==> config.mk <==
export PLATFORM = sky130hd
export DESIGN_NAME = msi_pq_gate
export DESIGN_NICKNAME = d
export VERILOG_FILES = /design/src/rtl/msi_pq_pkg.sv /design/src/rtl/msi_entry_addr.sv /design/src/rtl/msi_entry_decode.sv /design/src/rtl/msi_pq_gate.sv
export SDC_FILE = /design/constraint.sdc
export NUM_CORES = 1
export LEC_CHECK = 0
export ABC_AREA = 1
export BUFFER_PORTS_ARGS = -buffer_cell sky130_fd_sc_hd__buf_2
export CELL_PAD_IN_SITES_DETAIL_PLACEMENT = 0
export CELL_PAD_IN_SITES_GLOBAL_PLACEMENT = 1
export CORE_MARGIN = 2
export CORE_UTILIZATION = 40
export CTS_BUF_LIST = sky130_fd_sc_hd__clkbuf_8
export DETAILED_ROUTE_END_ITERATION = 8
export GPL_TIMING_DRIVEN = 0
export PLACE_DENSITY_LB_ADDON = 0.3
export SETUP_SLACK_MARGIN = 0.4
export SYNTH_ARGS = -nofsm -noshare
export SYNTH_HDL_FRONTEND = slang
export SYNTH_HIERARCHICAL = 1
export SYNTH_SLANG_ARGS = --single-unit
==> constraint.sdc <==
create_clock -name clk -period 3.1 [get_ports clk]
set_input_delay 0.31 -clock clk [delete_from_list [all_inputs] [get_ports clk]]
set_output_delay 0.31 -clock clk [all_outputs]
set_load 0.01 [all_outputs]
==> src/rtl/msi_pq_pkg.sv <==
package msi_pq_pkg;

  typedef enum logic [2:0] {
    ST_IDLE,
    ST_RD_REQ,
    ST_RD_WAIT,
    ST_WR_REQ,
    ST_WR_WAIT
  } pq_state_e;

  typedef enum logic [1:0] {
    ACT_DROP,
    ACT_SET_Q,
    ACT_SET_P
  } pq_action_e;

  localparam logic [7:0] PRIO_MASKED = 8'hFF;
  localparam int         LINK_W      = 2;
  localparam logic [2:0] OFS_P_BYTE  = 3'd4;
  localparam logic [2:0] OFS_Q_BYTE  = 3'd5;
  localparam logic [7:0] Q_SET_BYTE  = 8'h01;

endpackage

==> src/rtl/msi_entry_addr.sv <==
module msi_entry_addr #(
  parameter int SRC_W   = 12,
  parameter int ADDR_W  = 32,
  parameter int ALIGN_W = 4,
  parameter int SMALL_SH = 4,
  parameter int BIG_SH   = 7
) (
  input  logic [SRC_W-1:0]  src,
  input  logic              tbl_en,
  input  logic [SRC_W:0]    tbl_len,
  input  logic [ADDR_W-1:0] tbl_base,
  input  logic              big_entry,
  output logic              lookup_ok,
  output logic [ADDR_W-1:0] entry_addr
);
  localparam logic [ADDR_W-1:0] ALIGN_MASK = ADDR_W'((64'd1 << ALIGN_W) - 64'd1);

  logic              in_range;
  logic [ADDR_W-1:0] base_m;
  logic [ADDR_W-1:0] stride_off;

  assign in_range   = {1'b0, src} < tbl_len;
  assign lookup_ok  = tbl_en && in_range;
  assign base_m     = tbl_base & ~ALIGN_MASK;
  assign stride_off = big_entry ? (ADDR_W'(src) << BIG_SH) : (ADDR_W'(src) << SMALL_SH);
  assign entry_addr = base_m + stride_off;

endmodule

==> src/rtl/msi_entry_decode.sv <==
module msi_entry_decode
  import msi_pq_pkg::*;
#(
  parameter int SERVER_W = 16,
  parameter int PRIO_W   = 8
) (
  input  logic [63:0]                raw,
  input  logic                       force_pq,
  output logic [SERVER_W-LINK_W-1:0] server,
  output logic [PRIO_W-1:0]          prio,
  output pq_action_e                 action,
  output logic [2:0]                 wr_off,
  output logic [7:0]                 wr_byte
);
  logic [63:0]         be;
  logic [SERVER_W-1:0] srv_field;
  logic [1:0]          gen;
  logic                flag_p, flag_q;
  logic [1:0]          pq;
  logic                unused_bits;

  for (genvar k = 0; k < 8; k++) begin : g_swap
    assign be[63-8*k -: 8] = raw[8*k +: 8];
  end

  assign srv_field = be[63 -: SERVER_W];
  assign prio      = be[63-SERVER_W -: PRIO_W];
  assign flag_p    = be[24];
  assign gen       = be[26:25];
  assign flag_q    = be[16];
  assign server    = srv_field[SERVER_W-1:LINK_W];
  assign unused_bits = ^{srv_field[LINK_W-1:0], be[63-SERVER_W-PRIO_W:27], be[23:17], be[15:0]};

  assign pq = force_pq ? 2'b00 : {flag_p, flag_q};

  always_comb begin
    action = ACT_DROP;
    unique case (pq)
      2'b00:   action = (prio == PRIO_MASKED) ? ACT_SET_Q : ACT_SET_P;
      2'b10:   action = ACT_SET_Q;
      default: action = ACT_DROP;
    endcase
  end

  assign wr_off  = (action == ACT_SET_P) ? OFS_P_BYTE : OFS_Q_BYTE;
  assign wr_byte = (action == ACT_SET_P) ? {5'b0, gen, 1'b1} : Q_SET_BYTE;

endmodule

==> src/rtl/msi_pq_gate.sv <==
module msi_pq_gate
  import msi_pq_pkg::*;
#(
  parameter int SRC_W    = 12,
  parameter int ADDR_W   = 32,
  parameter int IRQ_W    = 16,
  parameter int SERVER_W = 16,
  parameter int PRIO_W   = 8,
  parameter int ALIGN_W  = 4
) (
  input  logic                       clk,
  input  logic                       rst_n,
  input  logic                       trig_valid,
  output logic                       trig_ready,
  input  logic [SRC_W-1:0]           trig_src,
  input  logic                       trig_force,
  input  logic                       cfg_tbl_en,
  input  logic [ADDR_W-1:0]          cfg_tbl_base,
  input  logic [SRC_W:0]             cfg_tbl_len,
  input  logic                       cfg_big_entry,
  input  logic [IRQ_W-1:0]           cfg_irq_base,
  output logic                       mem_req_valid,
  input  logic                       mem_req_ready,
  output logic                       mem_req_write,
  output logic [ADDR_W-1:0]          mem_req_addr,
  output logic [7:0]                 mem_req_wdata,
  input  logic                       mem_rsp_valid,
  input  logic [63:0]                mem_rsp_data,
  input  logic                       mem_rsp_err,
  output logic                       dlv_valid,
  output logic [SERVER_W-LINK_W-1:0] dlv_server,
  output logic [PRIO_W-1:0]          dlv_prio,
  output logic [IRQ_W-1:0]           dlv_irq,
  output logic                       busy,
  output logic                       err
);
  localparam int DSRV_W = SERVER_W - LINK_W;

  pq_state_e         state;
  logic              lk_ok;
  logic [ADDR_W-1:0] lk_addr;
  logic [ADDR_W-1:0] addr_q;
  logic [IRQ_W-1:0]  irq_q;
  logic              force_q;
  pq_action_e        act_q;
  logic [2:0]        wr_off_q;
  logic [7:0]        wr_byte_q;
  logic [DSRV_W-1:0] srv_q;
  logic [PRIO_W-1:0] prio_q;

  logic [DSRV_W-1:0] dec_srv;
  logic [PRIO_W-1:0] dec_prio;
  pq_action_e        dec_act;
  logic [2:0]        dec_off;
  logic [7:0]        dec_byte;

  msi_entry_addr #(
    .SRC_W(SRC_W), .ADDR_W(ADDR_W), .ALIGN_W(ALIGN_W)
  ) u_addr (
    .src(trig_src), .tbl_en(cfg_tbl_en), .tbl_len(cfg_tbl_len),
    .tbl_base(cfg_tbl_base), .big_entry(cfg_big_entry),
    .lookup_ok(lk_ok), .entry_addr(lk_addr)
  );

  msi_entry_decode #(
    .SERVER_W(SERVER_W), .PRIO_W(PRIO_W)
  ) u_dec (
    .raw(mem_rsp_data), .force_pq(force_q),
    .server(dec_srv), .prio(dec_prio), .action(dec_act),
    .wr_off(dec_off), .wr_byte(dec_byte)
  );

  assign trig_ready    = (state == ST_IDLE);
  assign busy          = (state != ST_IDLE);
  assign mem_req_valid = (state == ST_RD_REQ) || (state == ST_WR_REQ);
  assign mem_req_write = (state == ST_WR_REQ);
  assign mem_req_addr  = mem_req_write ? (addr_q + ADDR_W'(wr_off_q)) : addr_q;
  assign mem_req_wdata = wr_byte_q;

  always_ff @(posedge clk) begin
    if (!rst_n) begin
      state      <= ST_IDLE;
      addr_q     <= '0;
      irq_q      <= '0;
      force_q    <= 1'b0;
      act_q      <= ACT_DROP;
      wr_off_q   <= '0;
      wr_byte_q  <= '0;
      srv_q      <= '0;
      prio_q     <= '0;
      dlv_valid  <= 1'b0;
      dlv_server <= '0;
      dlv_prio   <= '0;
      dlv_irq    <= '0;
      err        <= 1'b0;
    end else begin
      dlv_valid <= 1'b0;
      err       <= 1'b0;
      unique case (state)
        ST_IDLE: begin
          if (trig_valid && lk_ok) begin
            addr_q  <= lk_addr;
            irq_q   <= IRQ_W'(trig_src) + cfg_irq_base;
            force_q <= trig_force;
            state   <= ST_RD_REQ;
          end
        end
        ST_RD_REQ: if (mem_req_ready) state <= ST_RD_WAIT;
        ST_RD_WAIT: begin
          if (mem_rsp_valid) begin
            if (mem_rsp_err) begin
              err   <= 1'b1;
              state <= ST_IDLE;
            end else if (dec_act == ACT_DROP) begin
              state <= ST_IDLE;
            end else begin
              act_q     <= dec_act;
              wr_off_q  <= dec_off;
              wr_byte_q <= dec_byte;
              srv_q     <= dec_srv;
              prio_q    <= dec_prio;
              state     <= ST_WR_REQ;
            end
          end
        end
        ST_WR_REQ: if (mem_req_ready) state <= ST_WR_WAIT;
        ST_WR_WAIT: begin
          if (mem_rsp_valid) begin
            if (mem_rsp_err) begin
              err <= 1'b1;
            end else if (act_q == ACT_SET_P) begin
              dlv_valid  <= 1'b1;
              dlv_server <= srv_q;
              dlv_prio   <= prio_q;
              dlv_irq    <= irq_q;
            end
            state <= ST_IDLE;
          end
        end
        default: state <= ST_IDLE;
      endcase
    end
  end

  // Assertions
  p_accept_r1: assert property (@(posedge clk) disable iff (!rst_n)
    trig_valid && trig_ready && cfg_tbl_en && ({1'b0, trig_src} < cfg_tbl_len)
    |=> busy && mem_req_valid && !mem_req_write);

  p_disabled_drop_r2: assert property (@(posedge clk) disable iff (!rst_n)
    trig_valid && trig_ready && !cfg_tbl_en |=> !busy && !mem_req_valid);

  p_oob_drop_r3: assert property (@(posedge clk) disable iff (!rst_n)
    trig_valid && trig_ready && ({1'b0, trig_src} >= cfg_tbl_len) |=> !busy && !mem_req_valid);

  p_rd_align_r4: assert property (@(posedge clk) disable iff (!rst_n)
    mem_req_valid && !mem_req_write |-> mem_req_addr[ALIGN_W-1:0] == '0);

  p_wr_setbit_r7: assert property (@(posedge clk) disable iff (!rst_n)
    mem_req_valid && mem_req_write |-> mem_req_wdata[0]);

  p_err_pulse_r11: assert property (@(posedge clk) disable iff (!rst_n)
    err |=> !err && !dlv_valid);

  p_dlv_pulse_r12: assert property (@(posedge clk) disable iff (!rst_n)
    dlv_valid |=> !dlv_valid);

  p_req_hold_r13: assert property (@(posedge clk) disable iff (!rst_n)
    mem_req_valid && !mem_req_ready
    |=> mem_req_valid && $stable(mem_req_addr) && $stable(mem_req_write) && $stable(mem_req_wdata));

endmodule

==> results of run 1 <==
logic make-up (layout without fill, tap and decap cells):
family | Yosys count | in the layout | synth area share (%)
and+or+nand+nor | 698 | 698 | 33.7
buffers and inverters | 270 | 476 | 13.5
AOI/OAI and AO/OA | 213 | 213 | 12.7
DFF | 127 | 127 | 29.3
adders and majority gates | 44 | 44 | 6.61
xor gates and xnor gates | 40 | 40 | 4.04
other | 3 | 13 | 0.130
layout by cell type (no fill, tap or decap), drive strengths merged, types with 38 or more instances in the layout:
cell / count
a21oi: 67
buf: 229
clkbuf: 38
dfxtp: 127
ha: 41
inv: 198
nand2: 330
nand3: 85
nor2: 243
o21ai: 135
through the flow:
| stage | setup WS, ns | util (%) | power (mW) |
|---|---|---|---|
| 3_3_place_gp | 0.281 | 46.8 | 3.18 |
| 6_report | 0.469 | 49.1 | 4.67 |
| 4_1_cts | 0.415 | 49.0 | 4.71 |
| 3_5_place_dp | 0.256 | 46.8 | 3.19 |
| 2_1_floorplan | 0.934 | - | 2.74 |
| 5_1_grt | 0.383 | 49.1 | 4.96 |
per-layer routing:
metal / vias up / track usage, %
li1: 4740 / -
met1: 3829 / 30.0
met2: 203 / 36.2
met3: 17 / 3.40
met4: 0 / 5.05
met5: - / 0
final cells by class:
cell class	instances	area [um2]
Sequential cell	127	2540
Fill cell	2339	10800
Inverter	195	732
Antenna cell	1	2.50
Tap cell	275	344
Timing Repair Buffer	175	883
Clock buffer	17	234
Buffer	75	442
Clock inverter	14	181
Multi-Input combinational cell	1007	5020
state kept, by name, indices dropped and copies added (netlist names):
name,cells
dlv_irq,16
wr_off_q,3
state,3
prio_q,8
err,1
dlv_prio,8
act_q,2
dlv_valid,1
irq_q,16
mem_req_wdata,8
srv_q,14
dlv_server,14
force_q,1
addr_q,32
timing repair:
item,CTS,global route
setup endpoints to repair,8,15
setup buffers,3,0
pin swaps,4,4
resized for setup,6,6
worst register-to-register path, delay by kind of cell (launching register included):
kind	cells	cell delay, ns
buffers and inverters	2	0.43
and+or+nand+nor	3	0.50
AOI/OAI and AO/OA	2	0.48
DFF	1	0.32
where the power goes:
part	switching [mW]	internal, mW	leakage [nW]
Combinational	0.815	0.472	4.21
Sequential	0.104	1.76	1.03
Clock	0.712	0.805	0.196
path summary, 6_finish.rpt:
| kind | from | end | depth (start not counted) |
|---|---|---|---|
| worst max register to register | state[0] | addr_q[4] | 7 |
| worst min-delay path | mem_rsp_data[13] | srv_q[3] | 3 |
| worst max-delay path | wr_off_q[2] | mem_req_addr[12] | 9 |
| worst min register to register | irq_q[15] | dlv_irq[15] | 2 |
==> impl_metrics.py, run 1 <==
metrics = {
    "run_status": {
        "status": "finished, final reports clean",
    },
    "drt": {
        "dr.pass1.iters": 5,
        "wl_per_cell_um": 13.3,
        "wl_met1_um": 12300,
        "top_layer_used": "met4",
        "drcViolationCount": 0,
        "detail-route-antenna-nets": 0,
        "routed_wl_um": 25000,
        "met2WireLength_um": 11300,
        "first_iter_violations": 355,
        "vias": 8789,
        "met3_length_um": 1190,
        "vias_per_cell": 4.66,
    },
    "setup_path": {
        "critPathMaxFanout": 6,
        "r2r_slack_ns": 1.23,
        "path_buf_inv": 2,
        "cp-end-kind": "primary output",
        "required_ns": 2.79,
        "start_kind": "register",
        "path_cells": "ha_2, a21oi_2, nor2_2, nand3_2, nor2_4, inv_2, nor2_1, xor2_1, buf_2",
        "cp_top_family": "simple AND/OR/NAND/NOR gates",
        "critical_path_arrival_ns": 2.32,
        "slowest_stage": "ha_2",
        "path_class": "reg -> out",
        "max_stage_delay_ns": 0.40,
    },
    "sta": {
        "clock.fmax_mhz": 380,
        "hold_ws_ns": 0.0929,
        "setup_violations": 0,
        "final.setup.tns_ns": 0,
        "timing.final.crit_share_pct": 84.9,
        "rsz0062_at_grt": "yes",
        "tightest_slew_ns": 0.702,
        "drv_slew": 0,
        "max_slew_margin_pct": 53.2,
        "period_minus_slack_ns": 2.63,
        "finClkSkew_ns": 0.0145,
        "final_hold_viol_count": 0,
    },
    "job": {
        "maxCapViolations": 0,
    },
    "placed_design": {
        "dp_cells": 1851,
        "dp_hpwl_um": 20500,
        "place_congestion": 0.885,
        "placed_cell_area_um2": 9900,
        "io_buffer_count": 172,
    },
    "synth": {
        "ys_top_cells_by_area": "dfxtp_1, nand2_1, nor2_1",
        "synth_edf_count": 0,
        "synth-async-reset-ratio_pct": 0,
        "yosysTopAreaCell": "dfxtp_1",
        "avgSynthCellArea_um2": 6.21,
        "yosysMostFrequentCell": "nand2_1",
        "synth-main-ff-cell": "dfxtp_1",
        "synthTopCellsByCount": "nand2_1, nor2_1, inv_1",
        "syn_area_um2": 8660,
        "ys_seq_area_share_pct": 29.3,
        "yosys_register_bits": 127,
        "ys_types": 36,
        "ys.warnings.count": 6,
        "syn_inst": 1395,
        "synth_top_area_share_pct": 29.3,
    },
    "power_and_ir_drop": {
        "ir_drop_v": 0.000238,
        "cellLeakagePower_nw": 5.44,
        "power_density_nw_per_um2": 450,
    },
    "cells_and_area": {
        "syn_to_final_growth_pct": 19.9,
        "fin_area_um2": 10400,
        "final_cells": 1886,
        "nNetsFinal": 1788,
        "drive_gt1_share_pct": 18.6,
    },
    "cts": {
        "cts_tree": "built",
        "worstSkewPairLatency_ns": 0.44,
        "hold_buffers": 0,
        "cts_buffers": 17,
        "htree_levels": 4,
        "cts_root_buffer": "clkbuf_8",
        "clock-sinks": 127,
        "clk_pin_slew_ns": 0.08,
        "cts_buffer_depth": 2,
    },
    "global_route": {
        "grt_pass1_vias": 7924,
        "gr-total-overflow": 0,
        "track_usage_pct": 21.9,
        "grt_pass1_wl_um": 39300,
        "antenna_found_initial": 1,
        "grt_max_degree": 17,
    },
    "floorplan": {
        "die_y_um": 151,
        "dieWidth_um": 151,
        "die_area_um2": 22900,
        "core-area_um2": 21200,
        "fp-row-count": 53,
        "initial_utilization_pct": 41.0,
        "boundaryPins": 230,
    },
    "hold_path": {
        "hold_path.class": "in -> reg",
    },
}
Note: power is estimated with default switching activity, not from simulation.
==> inputs of run 2 (changes only) <==
- ABC_AREA: 1 -> 0
- CORE_UTILIZATION: 40 -> 35
- clock period: 3.1 -> 2.3 ns (I/O delays scaled with it)
==> impl_metrics.py, run 2 <==
metrics = {
    "power_and_ir_drop": {
        "finalPower_mw": 7.00,
        "ir_drop_v": 0.000445,
        "power_density_nw_per_um2": 599,
        "cellLeakagePower_nw": 5.03,
    },
    "global_route": {
        "antenna_found_initial": 1,
        "grt_pass1_wl_um": 39500,
        "grt_pass1_vias": 7488,
        "grt_max_degree": 17,
        "track_usage_pct": 21.2,
        "gr-total-overflow": 0,
    },
    "synth": {
        "syn_inst": 1021,
        "synth-main-ff-cell": "dfxtp_1",
        "synth_fa_ha_area_share_pct": 7.42,
        "syn_area_um2": 7720,
        "synth_simple_gate_area_share_pct": 25.4,
        "ys_top_cells_by_area": "dfxtp_1, nand2_1, a21oi_1",
        "yosys_register_bits": 127,
        "avgSynthCellArea_um2": 7.57,
        "synth_mux_area_share_pct": 1.31,
        "synthTopCellsByCount": "nand2_1, a21oi_1, dfxtp_1",
        "ys_seq_area_share_pct": 32.9,
        "ys_types": 78,
        "yosysMostFrequentCell": "nand2_1",
        "synth_top_area_share_pct": 32.9,
        "synth-compound-area-share_pct": 18.2,
        "yosysTopAreaCell": "dfxtp_1",
        "synth_top_family_by_area": "simple AND/OR/NAND/NOR gates",
        "synth-async-reset-ratio_pct": 0,
        "synth_edf_count": 0,
        "synth_xor_area_share_pct": 6.80,
        "ys.warnings.count": 6,
    },
    "floorplan": {
        "core-area_um2": 21800,
        "initial_utilization_pct": 35.5,
        "die_area_um2": 23300,
        "boundaryPins": 230,
        "dieWidth_um": 153,
        "fp-row-count": 54,
        "die_y_um": 153,
    },
    "hold_path": {
        "hold_start": "mem_rsp_data[12]",
        "hold_path.class": "in -> reg",
        "holdPathStages": 3,
        "hold_end": "srv_q[2]",
    },
    "cells_and_area": {
        "reg_top3": "addr_q x32, dlv_irq x16, irq_q x16",
        "final_common_cell": "nand2_1",
        "largest-register": "addr_q",
        "mostFrequentLayoutCells": "nand2_1, buf_2, dfxtp_1, a21oi_1, buf_4",
        "syn_to_final_growth_pct": 51.3,
        "largest_register_ffs": 32,
        "drive_gt1_share_pct": 44.8,
        "nNetsFinal": 1468,
        "fillCellCount": 2068,
    },
    "sta": {
        "drv_slew": 0,
        "period_minus_slack_ns": 2.68,
        "rsz0062_at_grt": "yes",
        "finClkSkew_ns": 0.0106,
        "timing.final.crit_share_pct": 116,
        "max_slew_margin_pct": 45.3,
        "final_hold_viol_count": 0,
        "setup_slack_ns": -0.375,
        "tightest_slew_ns": 0.821,
        "setup_violations": 24,
        "clock.fmax_mhz": 374,
        "hold_ws_ns": 0.0275,
    },
    "drt": {
        "detail-route-antenna-nets": 0,
        "wl_per_cell_um": 16.2,
        "routed_wl_um": 25500,
        "drcViolationCount": 0,
        "vias": 7832,
        "vias_per_cell": 4.98,
        "dr.pass1.iters": 4,
        "first_iter_violations": 430,
    },
    "cts": {
        "worstSkewPairLatency_ns": 0.44,
        "clk_pin_slew_ns": 0.08,
        "htree_levels": 4,
        "clock-sinks": 127,
        "cts_tree": "built",
        "cts_buffers": 17,
        "cts_buffer_depth": 2,
        "cts_root_buffer": "clkbuf_8",
    },
    "placed_design": {
        "dp_hpwl_um": 18500,
        "io_buffer_count": 171,
        "place_congestion": 0.843,
    },
    "setup_path": {
        "r2r_cells": 10,
        "critical_path_arrival_ns": 2.45,
        "reg2reg_to": "irq_q[11]",
        "r2r_start": "state[1]",
        "required_ns": 2.07,
        "critPathMaxFanout": 6,
        "cp-end-kind": "primary output",
        "r2r_slack_ns": 0.34,
        "path_class": "reg -> out",
        "start_kind": "register",
    },
    "job": {
        "maxCapViolations": 0,
    },
    "run_status": {
        "violations": "setup timing",
        "status": "finished with violations",
    },
}
[run 2: worst max path at each step]
stage / slack, ns / cells past startpoint / start / endpoint
global route: -0.48 / 9 / wr_off_q[0] / mem_req_addr[24]
global placement: -0.51 / 13 / cfg_tbl_len[1] / addr_q[24]
floorplan: 0.06 / 12 / cfg_big_entry / addr_q[30]
detailed placement: -0.45 / 14 / cfg_tbl_len[1] / irq_q[7]
finish: -0.38 / 9 / wr_off_q[0] / mem_req_addr[24]
CTS: -0.41 / 9 / wr_off_q[0] / mem_req_addr[16]
[run 2: layer usage]
| layer | up-vias | track usage (%) | share of wire [%] |
|---|---|---|---|
| met5 | - | 0 | 0 |
| met4 | 0 | 4.76 | 1.0 |
| met3 | 19 | 4.29 | 3.4 |
| met2 | 142 | 34.9 | 48 |
| met1 | 3679 | 28.6 | 47 |
| li1 | 3992 | - | - |
[run 2: cells by family (layout without fill, tap and decap cells)]
kind of cell	after synthesis	in the layout
adder cells (fa/ha/maj)	44	44
XOR/XNOR	60	60
AND/OR/NAND/NOR	427	428
other	3	13
multiplexers	9	9
AO/OA/AOI/OAI	234	234
flip-flops	127	127
buffers and inverters	117	377
[run 2: per-stage QoR]
stage               util, %  cell area [um2]  std cells  TNS, ns  setup slack [ns]
floorplan                 -             8130       1030        0            0.0587
finish                 53.7            11700       1572    -4.72            -0.375
CTS                    49.7            10800       1551    -6.94            -0.407
global route           53.7            11700       1572    -7.67            -0.481
global placement       42.9             9340       1481   -29.06            -0.507
detailed placement     42.9             9340       1481   -26.01            -0.452
[run 2: power by group]
part | internal (mW) | switching, mW
clock | 0.876 | 0.959
combinational | 1.29 | 1.38
sequential | 2.35 | 0.155
total | 4.51 | 2.49
[run 2: area by class of cell]
cell class	count	area, um2	area share (%)
Antenna cell	1	2.50	0.0214
Buffer	85	779	6.67
Clock buffer	18	248	2.12
Clock inverter	14	119	1.02
Inverter	32	136	1.17
Multi-Input combinational cell	787	5930	50.7
Sequential cell	127	2570	22.0
Tap cell	280	350	3.00
Timing Repair Buffer	228	1560	13.3
[run 2: repair_timing]
item	in CTS	in global routing
gates resized for setup	179	175
hold endpoints to repair	0	2
endpoints found under the setup margin	138	144
gates cloned	9	1
buffers inserted	29	17
hold buffers	0	2
pin swaps	65	57
[run 2: worst max-delay path, cell delays in order (launching register included)]
cell,delay [ns]
dfxtp_2,0.36
ha_4,0.14
fa_2,0.21
a21oi_2,0.06
or4_4,0.42
buf_6,0.15
nor2b_4,0.18
nand4_1,0.17
xnor2_2,0.16
buf_2,0.14
